$ cat src/rtl/gpio_edge_pkg.sv
package gpio_edge_pkg;
  localparam int unsigned REG_IDX_W = 3;

  // word index = byte offset >> 2
  typedef enum logic [REG_IDX_W-1:0] {
    IDX_LEVEL = 3'd0,
    IDX_DIR   = 3'd1,
    IDX_SET   = 3'd2,
    IDX_CLR   = 3'd3,
    IDX_RISE  = 3'd4,
    IDX_FALL  = 3'd5,
    IDX_STAT  = 3'd6,
    IDX_ALT   = 3'd7
  } reg_idx_e;
endpackage

$ cat src/rtl/gpio_ctrl_regs.sv
module gpio_ctrl_regs
  import gpio_edge_pkg::*;
#(
  parameter int unsigned N_PINS = 28
) (
  input  logic              clk_i,
  input  logic              rst_ni,
  input  logic              wr_en_i,
  input  reg_idx_e          idx_i,
  input  logic [N_PINS-1:0] wdata_i,
  output logic [N_PINS-1:0] dir_o,
  output logic [N_PINS-1:0] out_o,
  output logic [N_PINS-1:0] rise_en_o,
  output logic [N_PINS-1:0] fall_en_o,
  output logic [N_PINS-1:0] alt_o
);
  logic [N_PINS-1:0] dir_q, out_q, rise_q, fall_q, alt_q;

  always_ff @(posedge clk_i or negedge rst_ni) begin
    if (!rst_ni) begin
      dir_q  <= '0;
      out_q  <= '0;
      rise_q <= '0;
      fall_q <= '0;
      alt_q  <= '0;
    end else if (wr_en_i) begin
      unique case (idx_i)
        IDX_DIR:  dir_q  <= wdata_i;
        IDX_SET:  out_q  <= out_q | wdata_i;
        IDX_CLR:  out_q  <= out_q & ~wdata_i;
        IDX_RISE: rise_q <= wdata_i;
        IDX_FALL: fall_q <= wdata_i;
        IDX_ALT:  alt_q  <= wdata_i;
        default:  ;
      endcase
    end
  end

  assign dir_o     = dir_q;
  assign out_o     = out_q;
  assign rise_en_o = rise_q;
  assign fall_en_o = fall_q;
  assign alt_o     = alt_q;
endmodule

$ cat src/rtl/gpio_in_sync.sv
module gpio_in_sync #(
  parameter int unsigned N_PINS   = 28,
  parameter int unsigned SYNC_LEN = 2
) (
  input  logic              clk_i,
  input  logic              rst_ni,
  input  logic [N_PINS-1:0] pin_i,
  input  logic [N_PINS-1:0] rise_en_i,
  input  logic [N_PINS-1:0] fall_en_i,
  output logic [N_PINS-1:0] level_o,
  output logic [N_PINS-1:0] event_o
);
  logic [N_PINS-1:0] stage_q [SYNC_LEN];
  logic [N_PINS-1:0] prev_q;

  always_ff @(posedge clk_i or negedge rst_ni) begin
    if (!rst_ni) begin
      for (int i = 0; i < SYNC_LEN; i++) stage_q[i] <= '0;
      prev_q <= '0;
    end else begin
      stage_q[0] <= pin_i;
      for (int i = 1; i < SYNC_LEN; i++) stage_q[i] <= stage_q[i-1];
      prev_q <= stage_q[SYNC_LEN-1];
    end
  end

  assign level_o = stage_q[SYNC_LEN-1];

  for (genvar p = 0; p < N_PINS; p++) begin : g_edge
    logic rise_s, fall_s;
    assign rise_s     = level_o[p] & ~prev_q[p];
    assign fall_s     = ~level_o[p] & prev_q[p];
    assign event_o[p] = (rise_s & rise_en_i[p]) | (fall_s & fall_en_i[p]);
  end
endmodule

$ cat src/rtl/gpio_edge_status.sv
module gpio_edge_status #(
  parameter int unsigned N_PINS   = 28,
  parameter int unsigned N_DIRECT = 11
) (
  input  logic                clk_i,
  input  logic                rst_ni,
  input  logic [N_PINS-1:0]   event_i,
  input  logic                clr_en_i,
  input  logic [N_PINS-1:0]   clr_mask_i,
  output logic [N_PINS-1:0]   status_o,
  output logic [N_DIRECT-1:0] irq_direct_o,
  output logic                irq_shared_o
);
  localparam int unsigned N_SHARED = N_PINS - N_DIRECT;

  logic [N_PINS-1:0] stat_q, clr_s;

  assign clr_s = clr_en_i ? clr_mask_i : '0;

  // a new event wins over a simultaneous clear
  always_ff @(posedge clk_i or negedge rst_ni) begin
    if (!rst_ni) stat_q <= '0;
    else         stat_q <= (stat_q & ~clr_s) | event_i;
  end

  for (genvar d = 0; d < N_DIRECT; d++) begin : g_direct
    assign irq_direct_o[d] = stat_q[d];
  end

  if (N_SHARED > 0) begin : g_shared
    assign irq_shared_o = |stat_q[N_PINS-1:N_DIRECT];
  end else begin : g_no_shared
    assign irq_shared_o = 1'b0;
  end

  assign status_o = stat_q;
endmodule

$ cat src/rtl/gpio_edge_ctrl.sv
module gpio_edge_ctrl
  import gpio_edge_pkg::*;
#(
  parameter int unsigned N_PINS       = 28,
  parameter int unsigned N_DIRECT_IRQ = 11,
  parameter int unsigned DATA_W       = 32,
  parameter int unsigned ADDR_W       = 5
) (
  input  logic                    clk_i,
  input  logic                    rst_ni,
  input  logic                    bus_sel_i,
  input  logic                    bus_we_i,
  input  logic [ADDR_W-1:0]       bus_addr_i,
  input  logic [DATA_W-1:0]       bus_wdata_i,
  output logic [DATA_W-1:0]       bus_rdata_o,
  input  logic [N_PINS-1:0]       pin_in_i,
  output logic [N_PINS-1:0]       pin_out_o,
  output logic [N_PINS-1:0]       pin_oe_o,
  input  logic [N_PINS-1:0]       alt_out_i,
  input  logic [N_PINS-1:0]       alt_oe_i,
  output logic [N_DIRECT_IRQ-1:0] irq_pin_o,
  output logic                    irq_shared_o
);
  localparam int unsigned PAD_W = DATA_W - N_PINS;

  reg_idx_e          idx_s;
  logic              wr_s;
  logic [N_PINS-1:0] wdata_s;
  logic [N_PINS-1:0] dir_q, out_q, rise_en_q, fall_en_q, alt_q;
  logic [N_PINS-1:0] level_s, event_s, status_q;
  logic [N_PINS-1:0] rd_s;
  logic              unused_bus;

  assign idx_s      = reg_idx_e'(bus_addr_i[REG_IDX_W+1:2]);
  assign wr_s       = bus_sel_i & bus_we_i;
  assign wdata_s    = bus_wdata_i[N_PINS-1:0];
  assign unused_bus = ^{bus_wdata_i[DATA_W-1:N_PINS], bus_addr_i[1:0]};

  gpio_ctrl_regs #(.N_PINS(N_PINS)) u_regs (
    .clk_i     (clk_i),
    .rst_ni    (rst_ni),
    .wr_en_i   (wr_s),
    .idx_i     (idx_s),
    .wdata_i   (wdata_s),
    .dir_o     (dir_q),
    .out_o     (out_q),
    .rise_en_o (rise_en_q),
    .fall_en_o (fall_en_q),
    .alt_o     (alt_q)
  );

  gpio_in_sync #(.N_PINS(N_PINS), .SYNC_LEN(2)) u_sync (
    .clk_i     (clk_i),
    .rst_ni    (rst_ni),
    .pin_i     (pin_in_i),
    .rise_en_i (rise_en_q),
    .fall_en_i (fall_en_q),
    .level_o   (level_s),
    .event_o   (event_s)
  );

  gpio_edge_status #(.N_PINS(N_PINS), .N_DIRECT(N_DIRECT_IRQ)) u_stat (
    .clk_i        (clk_i),
    .rst_ni       (rst_ni),
    .event_i      (event_s),
    .clr_en_i     (wr_s && idx_s == IDX_STAT),
    .clr_mask_i   (wdata_s),
    .status_o     (status_q),
    .irq_direct_o (irq_pin_o),
    .irq_shared_o (irq_shared_o)
  );

  for (genvar p = 0; p < N_PINS; p++) begin : g_pad
    assign pin_out_o[p] = alt_q[p] ? alt_out_i[p] : out_q[p];
    assign pin_oe_o[p]  = alt_q[p] ? alt_oe_i[p]  : dir_q[p];
  end

  always_comb begin
    unique case (idx_s)
      IDX_LEVEL: rd_s = level_s;
      IDX_DIR:   rd_s = dir_q;
      IDX_RISE:  rd_s = rise_en_q;
      IDX_FALL:  rd_s = fall_en_q;
      IDX_STAT:  rd_s = status_q;
      IDX_ALT:   rd_s = alt_q;
      default:   rd_s = '0;
    endcase
  end

  assign bus_rdata_o = {{PAD_W{1'b0}}, rd_s};
endmodule

$ cat config.mk
export PLATFORM = sky130hd
export DESIGN_NAME = gpio_edge_ctrl
export DESIGN_NICKNAME = d
export VERILOG_FILES = /design/src/rtl/gpio_edge_pkg.sv /design/src/rtl/gpio_ctrl_regs.sv /design/src/rtl/gpio_in_sync.sv /design/src/rtl/gpio_edge_status.sv /design/src/rtl/gpio_edge_ctrl.sv
export SDC_FILE = /design/constraint.sdc
export NUM_CORES = 1
export LEC_CHECK = 0
export ABC_AREA = 1
export BUFFER_PORTS_ARGS = -buffer_cell sky130_fd_sc_hd__buf_4
export CORE_UTILIZATION = 40
export DETAILED_ROUTE_END_ITERATION = 7
export SYNTH_ARGS = -nofsm -noshare
export SYNTH_HDL_FRONTEND = slang
export SYNTH_HIERARCHICAL = 1
export SYNTH_SLANG_ARGS = --single-unit
$ cat constraint.sdc
create_clock -name clk_i -period 3.2 [get_ports clk_i]
set_input_delay 0.64 -clock clk_i [delete_from_list [all_inputs] [get_ports clk_i]]
set_output_delay 0.64 -clock clk_i [all_outputs]
set_load 0.1 [all_outputs]
# == Yosys cells after proc, flatten, opt, wreduce, memory -nomap -nowiden ==
# Index checks and enable logic that the tools add are counted.
# op_classes
eq_ne,7
muxes,59
n_bitwise,203
n_reduce_logical,9
# ops
cell,count
$pmux 28 s6,1
$and 1x1->1,113
$and 28x28->28,2
$mux 1,56
$not 1->1,56
$not 28->28,2
$or 28x28->28,2
$pmux 28 s2,1
$mux 28,1
$or 1x1->1,28
$reduce_or 17->1,1
$eq 3x3->1 const B,4
$reduce_and 2->1,5
$eq 3x2->1 const B,2
$eq 3x1->1 const B,1
$logic_not 3->1,1
$reduce_bool 2->1,1
$logic_and 1x1->1,1
# word_totals
ff_bits,252
input_bits,125
output_inout_bits,100
wordCells,287

# == Depth between registers and ports, before layout ==
# Gate-level depths: netlist of run 1.
# logic_depth
depth_word,6
depth_mapped,9

# == By module ==
# The synthesis of run 1 kept the hierarchy.
# modules_own_cells
mod,instances,cells_per_inst,area_per_inst_um2
gpio_ctrl_regs,1,655,5884.4
gpio_in_sync,1,252,2907.8
gpio_edge_ctrl,1,447,2512.4
gpio_edge_status,1,114,1201.2

# == Worst setup path before layout of run 1 ==
# Ideal clock, no wire load.
# synth_timing
kind,register -> output
startpoint,"register u_stat.stat_q[0], in the netlist u_stat/status_o[0]"
endpoint,output bus_rdata_o[0]
arrival_ns,1.984
slack_ns,0.576
path_stages_with_launch,5
path_buffers,1
path_cell_list,dfrtp_1 > buf_4 > inv_1 > o21a_1 > nand2_1
# synth_between
elab_chain_cells,1
# synth_lines
element,line_no,source
from (decl),gpio_edge_status.sv:16,"logic [N_PINS-1:0] stat_q, clr_s;"
from (signal assigned),gpio_edge_status.sv:23,else stat_q <= (stat_q & ~clr_s) | event_i;
$pmux 28 s6,gpio_edge_ctrl.sv:79,unique case (idx_s)
to (decl),gpio_edge_ctrl.sv:15,"output logic [DATA_W-1:0] bus_rdata_o,"
# No other way between the ends.

# == Worst setup path in the final report of run 1 ==
# layout_timing
startpoint,input bus_addr_i[3]
endpoint,output bus_rdata_o[1]
# layout_between
elab_chain_cells,2
# layout_lines
element,line_no,source
from (decl),gpio_edge_ctrl.sv:13,"input logic [ADDR_W-1:0] bus_addr_i,"
$eq 3x3->1 (tied with other cells),gpio_edge_ctrl.sv:79,
$pmux 28 s6 *,gpio_edge_ctrl.sv:79,
# Mark *: on every way between the ends. The rest lies on a longest branch, timed or not.

==> summary.md, run 1 <==
| Metric | Value |
|---|---|
| DRC violations left | `0` |
| Synth warn | `6` |
| Share of post-route cells with drive strength above 1 | `22.3%` |
| Syn Std Cell Area | `12500 um2` |
| Post-route ant nets | `0` |
| Switch Pwr | `0.00463 W` |
| Critical-path cell list | `buf_4 -> buf_4 -> nand3_1 -> o21ai_0 -> inv_1 -> nand2_1 -> buf_4` |
| Syn avg cell area | `8.52 um2` |
| IR drop worst, VDD | `0.000482 V` |
| Drt pass-1 iters | `6` |
| Crit Path Max Fanout | `24` |
| Worst Skew | `0.00506 ns` |
| Largest net degree at the start of global routing | `78` |
| # clock sinks | `252` |
| CTS tree | `done` |
| Die Y | `179 um` |
| Setup CP Type | `primary input to output port` |
| RSZ-0062 raised after global routing | `no` |
| Seq cells post-synth | `252` |
| Starting Density | `40.8%` |
| # IOs | `225` |
| Hold Fails Final Rpt | `0` |
| Vias in the first global route | `10600` |
| Worst-Margin Slew | `0.923 ns` |
| Global-route wire length before repair | `60.8 mm` |
| Cell Int Power | `0.00694 W` |
| Startpoint types | `primary input` |
| Post-cts sizing count | `0` |
| Initial antenna violation count | `1` |
| Total gr overflow | `0` |
| Post-CTS setup buffer count | `0` |
| Max incr delay on CP | `0.36 ns` |
| WHS | `0.0804 ns` |
| Setup_tns | `0 ns` |
| Root Buffer | `clkbuf_16` |
| Fmax | `360 MHz` |
| Comb pwr share | `32.7%` |
| Diode count | `0` |
| DP HPWL | `24.7 mm` |
| Crit path required time | `2.56 ns` |
| Total global-route track usage | `24.8%` |
| Core area | `30700 um2` |
| Hold_buf cts | `0` |
| Most frequent cells in the layout | `nand2_1, dfrtp_1, buf_4, nand3_1` |
| Final WL | `39.2 mm` |
| Fillers | `2939` |
| Clock group share of total power | `31.7%` |
| Final max-slew violation count | `0` |
| Hold crit path type | `primary input to asynchronous set/reset pin` |
| Distinct cells, synth | `28` |
| Site Rows | `64` |
| Sequential fraction of the synthesis area | `50.4%` |
| Commonest non-fill, non-tap cell in the layout | `nand2_1` |
| Post-Synthesis Cells | `1468` |
| Worst-path clk slew | `0.06 ns` |
| Port Buf Inserts | `214` |
| Vias/cell | `5.41` |
| Crit end category | `output port` |
| Placed cell count | `1982` |
| Most frequent CP cell | `buf_4` |
| Width of the die | `179 um` |
| Worst path slowest cell | `buf_4` |
| P per Cell Area | `762 nW/um2` |
| Final std cells w/o fill | `2033` |
| Result of the run | `finished, final reports clean` |
| Worst EP arrival | `2.14 ns` |
| Net Sw Frac | `40.0%` |
| Starting DRT DRC Count | `857` |
| Number of max-cap violations | `0` |
| Worst slew margin | `38.2%` |
| Area Overhead vs Synth | `21.4%` |
| CTS Buf Count | `28` |
| Routability cong. | `0.786` |
| Wirelength per Cell | `19.3 um` |
| Tmin final | `2.78 ns` |
| Sequential share of power | `35.5%` |
| P_leak | `7.85 nW` |
| Detailed-route via count | `11000` |
| Final Cycle Share | `86.9%` |
| Nets | `1741` |
| Final setup viols | `0` |
| Max H-tree Level | `1` |
| Die area | `32000 um2` |
| Worst-skew pair later-pin latency | `0.54 ns` |
| CTS Buffer Depth | `3` |
[per-stage QoR]
step           cell area, um2  total power (W)  setup WS (ns)  util (%)
2_1_floorplan           12500          0.00705          0.576         -
3_3_place_gp            14100          0.00791          0.391      46.1
3_5_place_dp            14100          0.00795          0.417      46.1
4_1_cts                 15200           0.0116          0.417      49.5
5_1_grt                 15200           0.0120          0.368      49.5
6_report                15200           0.0116          0.419      49.5
[power groups by stage]
stage | Sequential [W] | Clock [W] | Combinational, W
after floorplan | 0.00414 | 0 | 0.00291
after global placement | 0.00415 | 0 | 0.00376
after detailed placement | 0.00415 | 0 | 0.00379
after CTS | 0.00410 | 0.00374 | 0.00380
after global routing | 0.00417 | 0.00385 | 0.00399
final | 0.00411 | 0.00367 | 0.00379
[kinds of logic (layout without fill, tap and decap cells)]
family | after synthesis | after routing | synth area share (%)
simple gates | 829 | 829 | 30.1
flops | 252 | 252 | 50.4
buf+inv | 250 | 416 | 10.8
compound gates | 84 | 84 | 4.02
mux | 52 | 52 | 4.68
other cells | 1 | 4 | 0.0300
[cell usage after synthesis (all sizes together)]
master,count,share of area [%]
a21o,27,1.6
a21oi,1,0.040
buf,117,6.8
clkbuf,17,0.51
conb,1,0.030
dfrtp,252,50
inv,116,3.5
mux2,52,4.7
nand2,440,13
nand3,229,9.2
nand4,113,5.7
nor2,46,1.8
o21a,6,0.36
o21ai,50,2.0
or2,1,0.050
[worst paths after layout]
check,from,end,slack [ns],depth (start not counted)
min in group clk_i,pin_in_i[7],u_sync/stage_q[35],0.20,1
worst max register to register,u_sync/level_o[26],u_stat/status_o[26],2.30,4
max in group asynchronous,rst_ni,u_regs/dir_o[16],2.29,2
worst max-delay path,bus_addr_i[3],bus_rdata_o[1],0.42,7
worst min register to register,u_sync/stage_q[31],u_sync/level_o[3],0.34,0
worst min-delay path,rst_ni,u_sync/level_o[0],0.08,1
[critical path, delay by kind of cell]
family                 cells  cell delay (ns)
AO/OA/AOI/OAI              1             0.21
AND/OR/NAND/NOR            2             0.32
buffers and inverters      4             0.94
[layout make-up]
class,count,area [um2],area share [%]
Multi-Input combinational cell,969,4890,32.2
Tap cell,396,495,3.26
Timing Repair Buffer,249,2000,13.2
Clock inverter,12,238,1.57
Sequential cell,252,6310,41.5
Clock buffer,39,823,5.42
Inverter,116,435,2.87
[routing by layer]
metal	wire length, um	up-vias	global-route usage, %
met5	9	-	0
met4	1080	2	7.20
met3	2980	64	3.33
met2	17900	477	39.2
met1	17200	5363	35.5
li1	-	5102	-
No activity file was read; power rests on OpenSTA's default activity.
==> run 2, diff against run 1 <==
REMOVE_ABC_BUFFERS = 1   (was default)
==> run 2 against run 1 <==
Combinational power about the same. Power down 2.2%. Worst setup slack lost 0.087 ns. Sequential power about the same. Critical path type unchanged. Design area is 0.53% lower. Final cell count up 0.15%. First-iteration DRC count decreased by 1.2%. Critical path depth is the same. Critical endpoint unchanged. Highest routed layer is now met4. Largest power group unchanged. Sequential share of layout area up 0.22 points. Clock-buffer cell count increased by 4. Hold slack got worse by 0.022 ns. Die area did not move.
==> summary.md, run 2 (synthesis results as in run 1) <==
| Metric | Value |
|---|---|
| Setup_tns | `0 ns` |
| Wirelength per Cell | `19.4 um` |
| Crit path required time | `2.56 ns` |
| Worst Reg2Reg Path Length in Cells | `4` |
| Hold Fails Final Rpt | `0` |
| Vias/cell | `5.36` |
| Worst slew margin | `37.0%` |
| Root Buffer | `clkbuf_16` |
| Crit Path Max Fanout | `42` |
| Starting DRT DRC Count | `847` |
| IR drop worst, VDD | `0.000455 V` |
| Hold_buf cts | `0` |
| Initial antenna violation count | `0` |
| Worst-skew pair later-pin latency | `0.55 ns` |
| Total global-route track usage | `25.1%` |
| Hold crit path type | `primary input to asynchronous set/reset pin` |
| CTS tree | `done` |
| Routability cong. | `0.803` |
| Crit end category | `output port` |
| Number of max-cap violations | `0` |
| Site Rows | `64` |
| Reg-to-reg startpoint | `u_sync/level_o[26]` |
| Max H-tree Level | `1` |
| Commonest non-fill, non-tap cell in the layout | `nand2_1` |
| Post-cts sizing count | `0` |
| Final Cycle Share | `89.6%` |
| Result of the run | `finished, final reports clean` |
| Global-route wire length before repair | `61.0 mm` |
| Startpoint types | `primary input` |
| Most frequent cells in the layout | `nand2_1, dfrtp_1, buf_4, nand3_1, nand4_1` |
| Post-route ant nets | `0` |
| Worst setup path startpoint | `bus_addr_i[4]` |
| Nets | `1745` |
| Width of the die | `179 um` |
| Flop2flop setup slack | `2.33 ns` |
| Share of post-route cells with drive strength above 1 | `22.5%` |
| Port Buf Inserts | `214` |
| # clock sinks | `252` |
| Worst-Margin Slew | `0.942 ns` |
| Largest net degree at the start of global routing | `71` |
| Vias in the first global route | `10600` |
| RSZ-0062 raised after global routing | `no` |
| Detailed-route via count | `10900` |
| WHS | `0.0585 ns` |
| Starting Density | `40.8%` |
| DRC violations left | `0` |
| Area Overhead vs Synth | `20.8%` |
| Drt pass-1 iters | `5` |
| Diode count | `0` |
| Final WL | `39.6 mm` |
| Core area | `30700 um2` |
| Final setup viols | `0` |
| Worst-path clk slew | `0.06 ns` |
| CTS Buf Count | `28` |
| P_leak | `7.83 nW` |
| Fmax | `349 MHz` |
| Tmin final | `2.87 ns` |
| Die Y | `179 um` |
| # IOs | `225` |
| Post-CTS setup buffer count | `0` |
| Setup CP Type | `primary input to output port` |
| Final max-slew violation count | `0` |
| R2R Path End | `u_stat/status_o[26]` |
| CTS Buffer Depth | `3` |
| Die area | `32000 um2` |
| Total gr overflow | `0` |
| Worst Skew | `0.00986 ns` |
| Worst EP arrival | `2.23 ns` |
| DP HPWL | `24.4 mm` |
| P per Cell Area | `749 nW/um2` |
-- run 2: layout make-up --
class	count	area (um2)
clock inverters	7	110
fillers	2901	15600
well taps	396	495
clock buffers	43	878
inverters	116	435
multi-input cells	969	4890
repair buffers	253	1990
flip-flops and latches	252	6310
-- run 2: worst max path at each step --
| stage | end | cells past startpoint |
|---|---|---|
| 2_1_floorplan | u_regs/dir_o[0] | 7 |
| 6_report | bus_rdata_o[1] | 7 |
| 3_3_place_gp | bus_rdata_o[4] | 7 |
| 5_1_grt | bus_rdata_o[4] | 7 |
| 4_1_cts | bus_rdata_o[21] | 7 |
| 3_5_place_dp | bus_rdata_o[1] | 7 |
-- run 2: critical path: stages --
cell     delay, ns
buf_4         0.27
buf_4         0.50
nand3_1       0.16
o21ai_0       0.19
inv_1         0.05
nand2_1       0.08
buf_4         0.29
-- run 2: power breakdown --
group / leakage (nW) / internal [W] / switching, W
Sequential: 3.01 / 0.00366 / 0.000422
Clock: 0.492 / 0.00211 / 0.00132
Combinational: 4.33 / 0.000929 / 0.00286
Total: 7.83 / 0.00671 / 0.00460
-- run 2: metrics by stage --
step / utilization (%) / cell area [um2] / setup slack (ns) / std cells / power, W
6_report: 49.3 / 15100 / 0.332 / 2036 / 0.0113
3_5_place_dp: 46.0 / 14100 / 0.366 / 1986 / 0.00793
5_1_grt: 49.3 / 15100 / 0.247 / 2036 / 0.0118
4_1_cts: 49.3 / 15100 / 0.368 / 2036 / 0.0114
3_3_place_gp: 46.0 / 14100 / 0.359 / 1986 / 0.00788
2_1_floorplan: - / 11600 / 0.134 / 1337 / 0.00690
-- run 2: per-layer routing --
metal | routed length (um) | vias to the layer above | GRT usage, %
met3 | 3170 | 75 | 3.80
li1 | - | 5102 | -
met2 | 18300 | 489 | 40.3
met1 | 17100 | 5245 | 34.8
met5 | 0 | - | 0
met4 | 1030 | 0 | 7.91
